$ cat src/rtl/rst_cause_pkg.sv
package rst_cause_pkg;

    localparam int NUM_CAUSES = 2;
    localparam int CAUSE_WDT  = 0;
    localparam int CAUSE_GSW  = 1;

    localparam int CTL_SWREQ   = 0;
    localparam int CTL_COREEN  = 1;
    localparam int CTL_HOSTRST = 2;
    localparam int CTL_BITS    = 3;

    typedef struct packed {
        logic gsw;
        logic wdt;
    } cause_t;

    typedef enum logic [1:0] {
        SEL_NONE = 2'd0,
        SEL_STAT = 2'd1,
        SEL_CTRL = 2'd2
    } sel_e;

    typedef struct packed {
        logic host_rst;
        logic core_en;
        logic sw_req;
    } ctl_req_t;

    function automatic ctl_req_t unpack_ctl(input logic [CTL_BITS-1:0] d);
        ctl_req_t r;
        r.sw_req   = d[CTL_SWREQ];
        r.core_en  = d[CTL_COREEN];
        r.host_rst = d[CTL_HOSTRST];
        return r;
    endfunction

    function automatic logic both_enables(input ctl_req_t r);
        return r.core_en & r.host_rst;
    endfunction

endpackage

$ cat src/rtl/rst_cause_bus_dec.sv
module rst_cause_bus_dec
    import rst_cause_pkg::*;
#(
    parameter int                ADDR_W   = 8,
    parameter logic [ADDR_W-1:0] STAT_OFS = 8'h18,
    parameter logic [ADDR_W-1:0] CTRL_OFS = 8'h14
) (
    input  logic [ADDR_W-1:0] addr,
    input  logic              we,
    output sel_e              sel,
    output logic              stat_wr,
    output logic              ctrl_wr
);
    always_comb begin
        if (addr == STAT_OFS)      sel = SEL_STAT;
        else if (addr == CTRL_OFS) sel = SEL_CTRL;
        else                       sel = SEL_NONE;
    end

    assign stat_wr = we && (sel == SEL_STAT);
    assign ctrl_wr = we && (sel == SEL_CTRL);
endmodule

$ cat src/rtl/rst_cause_flag.sv
module rst_cause_flag (
    input  logic clk,
    input  logic ext_rst,
    input  logic set_ev,
    input  logic clr_ev,
    output logic q
);
    always_ff @(posedge clk) begin
        if (ext_rst)     q <= 1'b0;
        else if (set_ev) q <= 1'b1;
        else if (clr_ev) q <= 1'b0;
    end
endmodule

$ cat src/rtl/rst_cause_gsw_qual.sv
module rst_cause_gsw_qual
    import rst_cause_pkg::*;
(
    input  logic                clk,
    input  logic                ext_rst,
    input  logic                ctrl_wr,
    input  logic [CTL_BITS-1:0] ctl_data,
    output logic                gsw_set,
    output logic                glob_rst_req
);
    ctl_req_t req;
    logic     fire;

    assign req     = unpack_ctl(ctl_data);
    assign fire    = ctrl_wr && both_enables(req);
    assign gsw_set = fire || (ctrl_wr && req.sw_req);

    always_ff @(posedge clk) begin
        if (ext_rst) glob_rst_req <= 1'b0;
        else         glob_rst_req <= fire;
    end
endmodule

$ cat src/rtl/rst_cause_rdreg.sv
module rst_cause_rdreg
    import rst_cause_pkg::*;
#(
    parameter int DATA_W = 32
) (
    input  logic              clk,
    input  logic              ext_rst,
    input  sel_e              sel,
    input  cause_t            causes,
    output logic [DATA_W-1:0] rdata
);
    localparam int PAD_W = DATA_W - NUM_CAUSES;

    logic [DATA_W-1:0] rd_next;

    always_comb begin
        rd_next = '0;
        if (sel == SEL_STAT) rd_next = {{PAD_W{1'b0}}, causes};
    end

    always_ff @(posedge clk) begin
        if (ext_rst) rdata <= '0;
        else         rdata <= rd_next;
    end
endmodule

$ cat src/rtl/rst_cause_reg.sv
module rst_cause_reg
    import rst_cause_pkg::*;
#(
    parameter int                ADDR_W   = 8,
    parameter int                DATA_W   = 32,
    parameter logic [ADDR_W-1:0] STAT_OFS = 8'h18,
    parameter logic [ADDR_W-1:0] CTRL_OFS = 8'h14
) (
    input  logic              clk,
    input  logic              ext_rst,
    input  logic [ADDR_W-1:0] bus_addr,
    input  logic              bus_we,
    input  logic [DATA_W-1:0] bus_wdata,
    output logic [DATA_W-1:0] bus_rdata,
    input  logic              wdt_underflow,
    output logic              glob_rst_req
);
    sel_e                  sel;
    logic                  stat_wr;
    logic                  ctrl_wr;
    logic                  gsw_set;
    logic [NUM_CAUSES-1:0] set_vec;
    logic [NUM_CAUSES-1:0] clr_vec;
    logic [NUM_CAUSES-1:0] flags_q;
    cause_t                causes;
    logic                  unused_wdata_hi;

    assign unused_wdata_hi = ^bus_wdata[DATA_W-1:CTL_BITS];

    rst_cause_bus_dec #(
        .ADDR_W  (ADDR_W),
        .STAT_OFS(STAT_OFS),
        .CTRL_OFS(CTRL_OFS)
    ) u_dec (
        .addr   (bus_addr),
        .we     (bus_we),
        .sel    (sel),
        .stat_wr(stat_wr),
        .ctrl_wr(ctrl_wr)
    );

    rst_cause_gsw_qual u_qual (
        .clk         (clk),
        .ext_rst     (ext_rst),
        .ctrl_wr     (ctrl_wr),
        .ctl_data    (bus_wdata[CTL_BITS-1:0]),
        .gsw_set     (gsw_set),
        .glob_rst_req(glob_rst_req)
    );

    assign set_vec[CAUSE_WDT] = wdt_underflow;
    assign set_vec[CAUSE_GSW] = gsw_set;

    for (genvar i = 0; i < NUM_CAUSES; i++) begin : g_flag
        assign clr_vec[i] = stat_wr && !bus_wdata[i];
        rst_cause_flag u_flag (
            .clk    (clk),
            .ext_rst(ext_rst),
            .set_ev (set_vec[i]),
            .clr_ev (clr_vec[i]),
            .q      (flags_q[i])
        );
    end

    assign causes.wdt = flags_q[CAUSE_WDT];
    assign causes.gsw = flags_q[CAUSE_GSW];

    rst_cause_rdreg #(.DATA_W(DATA_W)) u_rd (
        .clk    (clk),
        .ext_rst(ext_rst),
        .sel    (sel),
        .causes (causes),
        .rdata  (bus_rdata)
    );
endmodule

$ cat config.mk
export PLATFORM = sky130hd
export DESIGN_NAME = rst_cause_reg
export DESIGN_NICKNAME = d
export VERILOG_FILES = /design/src/rtl/rst_cause_pkg.sv /design/src/rtl/rst_cause_bus_dec.sv /design/src/rtl/rst_cause_flag.sv /design/src/rtl/rst_cause_gsw_qual.sv /design/src/rtl/rst_cause_rdreg.sv /design/src/rtl/rst_cause_reg.sv
export SDC_FILE = /design/constraint.sdc
export NUM_CORES = 1
export LEC_CHECK = 0
export BUFFER_PORTS_ARGS = -buffer_cell sky130_fd_sc_hd__buf_2
export CAP_MARGIN = 0
export CORE_ASPECT_RATIO = 1.2
export CORE_MARGIN = 4
export CORE_UTILIZATION = 28
export DETAILED_ROUTE_END_ITERATION = 16
export GPL_ROUTABILITY_DRIVEN = 0
export HOLD_SLACK_MARGIN = 0.1
export PLACE_DENSITY = 0.79
export SYNTH_ARGS = -nofsm -noshare
export SYNTH_HDL_FRONTEND = slang
export SYNTH_HIERARCHICAL = 1
export SYNTH_SLANG_ARGS = --single-unit
$ cat constraint.sdc
create_clock -name clk -period 1.8 [get_ports clk]
set_input_delay 0.18 -clock clk [delete_from_list [all_inputs] [get_ports clk]]
set_output_delay 0.18 -clock clk [all_outputs]
set_load 0.02 [all_outputs]
* Yosys cells after proc, flatten, opt, wreduce, memory -nomap -nowiden
Index checks and enable logic that the tools add are counted.
** Storage, ports and cells
- Register bits :: 35
- Bits in latches :: 0
- Bits in writable memories :: 0
- ROM bits :: 0
- Input bits :: 44
- Output and inout port bits :: 33
- Word-level logic and storage cells :: 29
- Memories :: 0
** Operators by class
- Add/subtract/negate cells :: 0
- $mul :: 0
- Div/mod/pow operators :: 0
- Order comparisons :: 0
- Equality and inequality tests :: 4
- Shifts and indexed selects :: 0
- Multiplexer cells :: 6
- Bitwise logic cells :: 2
- Reduce and logical (&&, ||, !) cells :: 12
** Operator list (number)
- 8-bit by 5-bit equality test with 1-bit output, second input constant :: 2
- 1-bit logical AND :: 6
- 1-bit 2-to-1 mux :: 4
- 2-bit 2-to-1 mux :: 2
- 2-bit nonzero test :: 2
- 2-bit by 1-bit equality test with 1-bit output, second input constant :: 1
- 2-bit equality test, second input constant :: 1
- 1-bit logical NOT :: 2
- 2-bit OR reduction :: 1
- 1-bit bitwise AND :: 1
- 1-bit logical OR :: 1
- 1-bit inverter :: 1

* Logic depth before layout (Yosys ltp)
Gate-level depths: netlist (run 1).
- Word-level depth :: 8
- Gate-level depth with buffers :: 5
- Depth with buffers taken out :: 5

* Modules after synthesis
The synthesis (run 1) kept the hierarchy.
** By module, submodules not included
- rst_cause_rdreg :: instances 1, cells an instance 35, area each 294.0 um^2, sequential area each 40.0 um^2
- rst_cause_flag :: instances 2, cells an instance 4, area each 38.8 um^2, sequential area each 20.0 um^2
- rst_cause_bus_dec :: instances 1, cells an instance 8, area each 55.1 um^2, sequential area each 0.0 um^2
- rst_cause_gsw_qual :: instances 1, cells an instance 4, area each 41.3 um^2, sequential area each 20.0 um^2
- rst_cause_reg :: instances 1, cells an instance 2, area each 27.5 um^2, sequential area each 0.0 um^2

* Least setup slack after synthesis (run 1)
OpenSTA, ideal clock, no wires.
- Path type :: input port to flip-flop
- Start :: input port bus_addr[1]
- End :: register g_flag[0].u_flag.q
- Library setup time :: 0.113 ns
- Arrival time :: 1.254 ns
- Data required time :: 1.687 ns
- Slack :: 0.433 ns
- Stages on the path :: 5
- Path buffers :: 0
- Path through :: or4b_4 nor3_1 nor2b_4 nand2b_1 a21oi_2
** Between the ends
- Longest elaborated chain between the ends :: 7
- Elaborated cells on any way between the ends :: 8
- Those cells by class :: 3 x eq/ne; 2 x mux; 3 x reduce/logical
** RTL lines
- start, declared :: RTL line rst_cause_reg.sv:11 : input logic [ADDR_W-1:0] bus_addr,
- 8-bit by 5-bit equality test with 1-bit output :: RTL line rst_cause_bus_dec.sv:16 : else if (addr == CTRL_OFS) sel = SEL_CTRL;
- 2-bit 2-to-1 mux :: RTL line rst_cause_bus_dec.sv:16
- 2-bit 2-to-1 mux * :: RTL line rst_cause_bus_dec.sv:15 : if (addr == STAT_OFS) sel = SEL_STAT;
- 2-bit by 1-bit equality test with 1-bit output * :: RTL line rst_cause_bus_dec.sv:20 : assign stat_wr = we && (sel == SEL_STAT);
- 1-bit logical AND * :: RTL line rst_cause_bus_dec.sv:20
- net stat_wr :: RTL line rst_cause_reg.sv:19 : logic stat_wr;
- 1-bit logical AND * :: RTL line rst_cause_reg.sv:55 : assign clr_vec[i] = stat_wr && !bus_wdata[i];
- net clr_vec[0] :: RTL line rst_cause_reg.sv:23 : logic [NUM_CAUSES-1:0] clr_vec;
- 2-bit nonzero test (no source line) *
- end signal, assigned :: RTL line rst_cause_flag.sv:9 : if (ext_rst) q <= 1'b0;
- end signal, assigned :: RTL line rst_cause_flag.sv:10 : else if (set_ev) q <= 1'b1;
- end signal, assigned :: RTL line rst_cause_flag.sv:11 : else if (clr_ev) q <= 1'b0;
- end, declared :: RTL line rst_cause_flag.sv:6 : output logic q
The timed path passes the listed nets; every way through them passes the cells marked *.
A chain may end at the register's enable or synchronous reset.

* Worst setup path in the final report (run 1)
Same ends and word-level chain as after synthesis.

==> results of run 1 <==
==> path summary, 6_finish.rpt <==
kind | start | endpoint | slack (ns) | depth (start not counted)
hold / removal | ext_rst | g_flag[1].u_flag/q | 0.15 | 2
setup reg to reg | g_flag[1].u_flag/q | u_rd/rdata[1] | 1.19 | 1
hold reg to reg | g_flag[1].u_flag/q | g_flag[1].u_flag/q | 0.48 | 2
setup / recovery | bus_addr[1] | g_flag[0].u_flag/q | 0.46 | 6
==> critical path, delay by kind of cell <==
kind | cells | cell delay, ns
AOI/OAI and AO/OA | 1 | 0.06
buffers and inverters | 1 | 0.10
and+or+nand+nor | 4 | 1.12
==> synthesized netlist by cell type, drive strengths merged <==
cell / n / area share, %
nor2: 2 / 1.5
dfxtp: 5 / 20
inv: 3 / 2.3
nand2b: 2 / 2.5
nor2b: 3 / 6.8
conb: 1 / 0.76
nor3: 2 / 2.0
or4b: 3 / 6.8
buf: 30 / 45
a21oi: 3 / 4.5
and4bb: 2 / 5.0
and4b: 1 / 2.0
==> kinds of logic (layout without fill, tap and decap cells) <==
group / after synthesis / in the layout / share of synthesized area, %
simple gates: 15 / 15 / 26.8
flops: 5 / 5 / 20.2
other cells: 1 / 30 / 0.757
buf+inv: 33 / 24 / 47.7
compound gates: 3 / 3 / 4.55
==> flip-flops by register name, summed over array words and instances, names as in the netlist <==
name / cells
g_flag.u_flag/q: 2
u_rd/rdata: 2
u_qual/glob_rst_req: 1
==> metal layers <==
layer | vias up | part of all wire [%]
li1 | 164 | -
met1 | 146 | 25
met2 | 28 | 53
met3 | 0 | 22
met4 | 0 | 0
met5 | - | 0
==> layout make-up <==
class | instances | area (um^2)
Clock buffer | 3 | 22.5
Clock inverter | 1 | 5.00
Tap cell | 18 | 22.5
Multi-Input combinational cell | 48 | 268
Sequential cell | 5 | 100
Timing Repair Buffer | 17 | 85.1
Fill cell | 195 | 1150
Inverter | 3 | 11.3
==> layout by cell type (no fill, tap or decap) <==
cell and instances:
clkbuf_4 3, clkinv_2 1, dfxtp_1 5, and4bb_2 2
or4b_4 1, nor2_1 2, nand2b_1 2, conb_1 30
a21oi_2 2, nor2b_4 2, a21oi_1 1, inv_1 3
nor3_1 2, and4b_1 1, nor2b_1 1, or4b_1 2
buf_2 17
==> power groups by stage <==
stage / logic (mW) / clock network [mW] / registers [mW]
6_report: 0.0838 / 0.129 / 0.113
5_1_grt: 0.0909 / 0.143 / 0.113
4_1_cts: 0.0826 / 0.135 / 0.113
3_5_place_dp: 0.0823 / 0 / 0.115
3_3_place_gp: 0.0809 / 0 / 0.115
2_1_floorplan: 0.112 / 0 / 0.115
==> metrics by stage <==
step,power [mW],std cells
after global placement,0.196,91
final,0.327,95
after detailed placement,0.198,91
after CTS,0.331,95
after floorplan,0.228,86
after global routing,0.347,95
==> impl_results.md, run 1 <==
* Status: finished clean
* Vias per cell at between 3 and 4
* Total GRT Usage at 6.03%
* Crit path DAT at 1.47 ns
* Final count of hold timing violations at 0
* Synthesis-stage register bit count at 5
* Width of the chip at 46.4 um
* Clk pwr share at 39.6%
* Critical Path RT at about 1.9 ns
* Max Fclk at 748 MHz
* Peak supply drop at 0.231 mV
* Ant diodes at 0
* Max-cap violation count at 0
* Met1 usage at 5.13%
* Dpl cell area at 487 um^2
* Max Buffers Root-to-Sink at 2
* CP Launch Type: input pin
* Busiest grt layer: met2
* Routed vias at between 300 and 400
* First-pass GRT wire length at 972 um
* Wirelength, routed at 772 um
* Psw at 118 uW
* Pin count of the biggest net entering global routing at 6
* Max Transition Viols Final at 0
* Slack of the critical path at 0.464 ns
* Fin nets at 122
* Setup CP Type: input pin to flop
* Pwr per Cell Area at 635 nW/um^2
* Initial Util at between 20% and 30%
* Worst-path fanout max at 4
* Crit-path slowest cell: or4b_4
* TNS Setup at 0 ns
* CTS H-Tree Depth at 1
* Crit end category: flop
* Worst-Skew Late Latency at 0.24 ns
* Core Region at 1660 um^2
* Residual DRC at 0
* Syn-to-layout area delta at 3.79%
* TritonCTS clock tree: yes
* Cts repair resizes at 0
* Setup Buffers After CTS at 0
* Clk_skew at 0.00511 ns
* Average size of a mapped cell at 8.69 um^2
* Final Core Density at between 30% and 40%
* Die height at 54.1 um
* Layout cells sized above 1 at between 30 and 40%
* # setup viols final at 0
* Ys Warns at 6
* Leakage at 0.277 nW
* Post-route ant nets at 0
* Pre-CTS setup slack at 0.213 ns
* FP Rows at 16
* Root Buffer Master: clkbuf_4
* HPWL after DPL at 726 um
* Sw Ratio at between 30% and 40%
* Starting DRT DRC Count at 1
* Syn Inst Count at 57
* Total global routing overflow at 0
* Type of the worst min-delay path: input pin to flop
* Wire length per cell at roughly 8.1 um
* Number of antenna violations at the first check in global routing at 0
* Cell variety after synth at 15
* Hold buffer count at cts at 0
* Fin crit period at 1.34 ns
* Gate power share at 25.6%
* Tcrit/Tclk final at 74.2%
* Die area at 2510 um^2
* CP peak stage delay at 0.54 ns
* Clk pin slew, worst setup/hold paths at 0.05 ns
* IO Port Bufs at 17
* Drt first pass iters at 3
* CP cell instances: buf_2 > or4b_4 > nor3_1 > nor2b_4 > nand2b_1 > a21oi_2
* Int Pwr at 209 uW
* Synthesized area at just under 500 um^2
* Fin area at 514 um^2
* Unrepaired setup endpoints after global routing: no
* WHS at roughly 0.15 ns
* Flop pwr share at between 30% and 40%
* GR met2 Demand/Resource at 8.94%
* Cts bufs inserted at 3
* Vias in the first global route at 265
* Io pins at 77
* Clk sinks at 5
* Met3 usage at between 4 and 5%
* Sequential share of the synthesized area at 20.2%
(Power assumes the default switching activity.)
==> run 2, diff against run 1 <==
==> constraint.sdc (replaced) <==
create_clock -name clk -period 1.3 [get_ports clk]
set_input_delay 0.13 -clock clk [delete_from_list [all_inputs] [get_ports clk]]
set_output_delay 0.13 -clock clk [all_outputs]
set_load 0.02 [all_outputs]
==> run 2 against run 1 <==
Combinational power is 47% higher. Sequential power increased by 39%. Worst setup slack worse by 0.35 ns. Clock-buffer cell count up 1. Critical endpoint unchanged. Sequential cell count unchanged. Clock skew is 0.0021 ns lower.
==> impl_results.md, run 2 (synthesis results as in run 1) <==
* Tcrit/Tclk final at about nine tenths
* Die height at 54.1 um (unchanged)
* Starting DRT DRC Count at 2 (+1)
* CTS H-Tree Depth at 1 (unchanged)
* Number of antenna violations at the first check in global routing at 0 (unchanged)
* Drt first pass iters at 3 (unchanged)
* Sw Ratio at 35.0% (-1.0 points)
* Peak supply drop at 0.214 mV (-7.4%)
* Commonest non-fill, non-tap cell in the layout: conb_1
* Psw at 161 uW (+36%)
* Vias per cell at 3.65 (+2.7%)
* Flop pwr share at 34.3% (-0.4 points)
* Dpl cell area at 507 um^2 (+4.1%)
* Critical Path RT at 1.44 ns (-0.49 ns)
* Vias in the first global route at 285 (+7.5%)
* Final count of hold timing violations at 0 (unchanged)
* Io pins at 77 (unchanged)
* Status: finished clean
* Worst-path fanout max at 3 (-1)
* Ant diodes at 0 (unchanged)
* Final Core Density at 32.7% (+1.7 points)
* FP Rows at 16 (unchanged)
* Commonest cells after routing, fill and taps aside: conb_1, buf_2, dfxtp_1
* Core Region at 1660 um^2 (unchanged)
* Regs by FF count: g_flag.u_flag/q: 2 flops, u_rd/rdata: 2 flops, u_qual/glob_rst_req: 1 flops
* Flop2flop setup slack at 0.66 ns (-0.53 ns)
* Fin area at 543 um^2 (+5.6%)
* WHS at 0.141 ns (-0.00858 ns)
* Max-cap violation count at 0 (unchanged)
* Residual DRC at 0 (unchanged)
* Setup CP Type: input pin to flop
* First-pass GRT wire length at 1040 um (+6.5%)
* Syn-to-layout area delta at 9.60%
* WHS Endpoint: g_flag[0].u_flag/q
* Total global routing overflow at 0 (unchanged)
* Crit path DAT at 1.32 ns (-0.15 ns)
* Type of the worst min-delay path: input pin to flop
* Max Fclk at 845 MHz
* HPWL after DPL at 821 um (+13%)
* R2r worst-path depth at 1 (unchanged)
* Reg2reg start: g_flag[0].u_flag/q
* Max Transition Viols Final at 0 (unchanged)
* IO Port Bufs at 17 (unchanged)
* Hold Path Depth at 3 (+1)
* Pwr per Cell Area at 844 nW/um^2 (+33%)
* CP Launch Type: input pin
* Fin nets at 125 (+2.5%)
* Clk pwr share at 38.9% (-0.7 points)
* Pin count of the biggest net entering global routing at 6 (unchanged)
* Clk_skew at 0.00303 ns (-0.00208 ns)
* Gate power share at 26.8% (+1.2 points)
* Die area at 2510 um^2 (unchanged)
* # setup viols final at 0 (unchanged)
* Routed vias at 358 (+5.9%)
* Leakage at 0.287 nW (+3.7%)
* Reg2reg end: u_rd/rdata[0]
* Max Buffers Root-to-Sink at 2 (unchanged)
* Initial Util at 29.8% (unchanged)
* Wirelength, routed at 928 um (+20%)
* Width of the chip at 46.4 um (unchanged)
* Crit end category: flop
* Worst-Skew Late Latency at 0.24 ns (about the same)
* Unrepaired setup endpoints after global routing: no
* TritonCTS clock tree: yes
* Hold Startpoint: wdt_underflow
* Post-route ant nets at 0 (unchanged)
* Layout cells sized above 1 at 37.5% (+1.1 points)
* Total GRT Usage at 6.00% (-0.028 points)
* Total power at 458 uW (+40%)
* Clk pin slew, worst setup/hold paths at 0.04 ns (about the same)
* Cts bufs inserted at 3 (unchanged)
* Root Buffer Master: clkbuf_4
* Fin crit period at 1.18 ns
* Int Pwr at 298 uW (+43%)
* Setup Buffers After CTS at 0 (unchanged)
* Wire length per cell at 9.47 um (+17%)
* Clk sinks at 5 (unchanged)
## run 2: what timing repair did
item / 4_1_cts / 5_1_grt
gates resized for setup: 0 / 0
hold endpoints to repair: 2 / 0
hold buffers: 1 / 0
## run 2: worst max-delay path, cell delays in order
cell and delay [ns]:
buf_2 0.10, or4b_4 0.55, nor3_2 0.21, nor2b_4 0.16
nand2b_1 0.12, a21oi_2 0.06
## run 2: how the worst max path moves through the flow
stage	slack, ns	to	from	cells past startpoint
after global routing	0.06	g_flag[1].u_flag/q	bus_addr[1]	6
final	0.12	g_flag[0].u_flag/q	bus_addr[1]	6
after floorplan	0.03	g_flag[0].u_flag/q	bus_addr[1]	5
after global placement	-0.11	g_flag[0].u_flag/q	bus_addr[1]	6
after CTS	0.12	g_flag[0].u_flag/q	bus_addr[1]	6
after detailed placement	-0.14	g_flag[0].u_flag/q	bus_addr[1]	6
## run 2: final cells by class
cell class | instances | area, um^2
fill | 190 | 1120
multi-input combinational | 48 | 273
timing repair buffer | 20 | 110
sequential | 5 | 100
clock buffer | 4 | 26.3
tap | 18 | 22.5
inverter | 3 | 11.3
## run 2: power by group through the flow
stage	combinational [mW]	sequential (mW)	clock, mW
global route	0.132	0.157	0.188
finish	0.123	0.157	0.178
detailed placement	0.118	0.160	0
CTS	0.121	0.157	0.187
global placement	0.116	0.160	0
floorplan	0.156	0.160	0
## run 2: per-layer routing
metal / up-vias / GRT usage (%) / wire, um
met5: - / 0 / 0
met4: 0 / 5.69 / 17
met3: 2 / 1.00 / 186
met2: 31 / 10.6 / 459
met1: 155 / 5.64 / 265
li1: 170 / - / -
## run 2: metrics by stage
stage | std cells | TNS [ns] | setup WS, ns
after detailed placement | 93 | -0.454 | -0.138
final | 98 | 0 | 0.116
after floorplan | 86 | 0 | 0.0329
after CTS | 98 | 0 | 0.116
after global routing | 98 | 0 | 0.0598
after global placement | 93 | -0.364 | -0.110
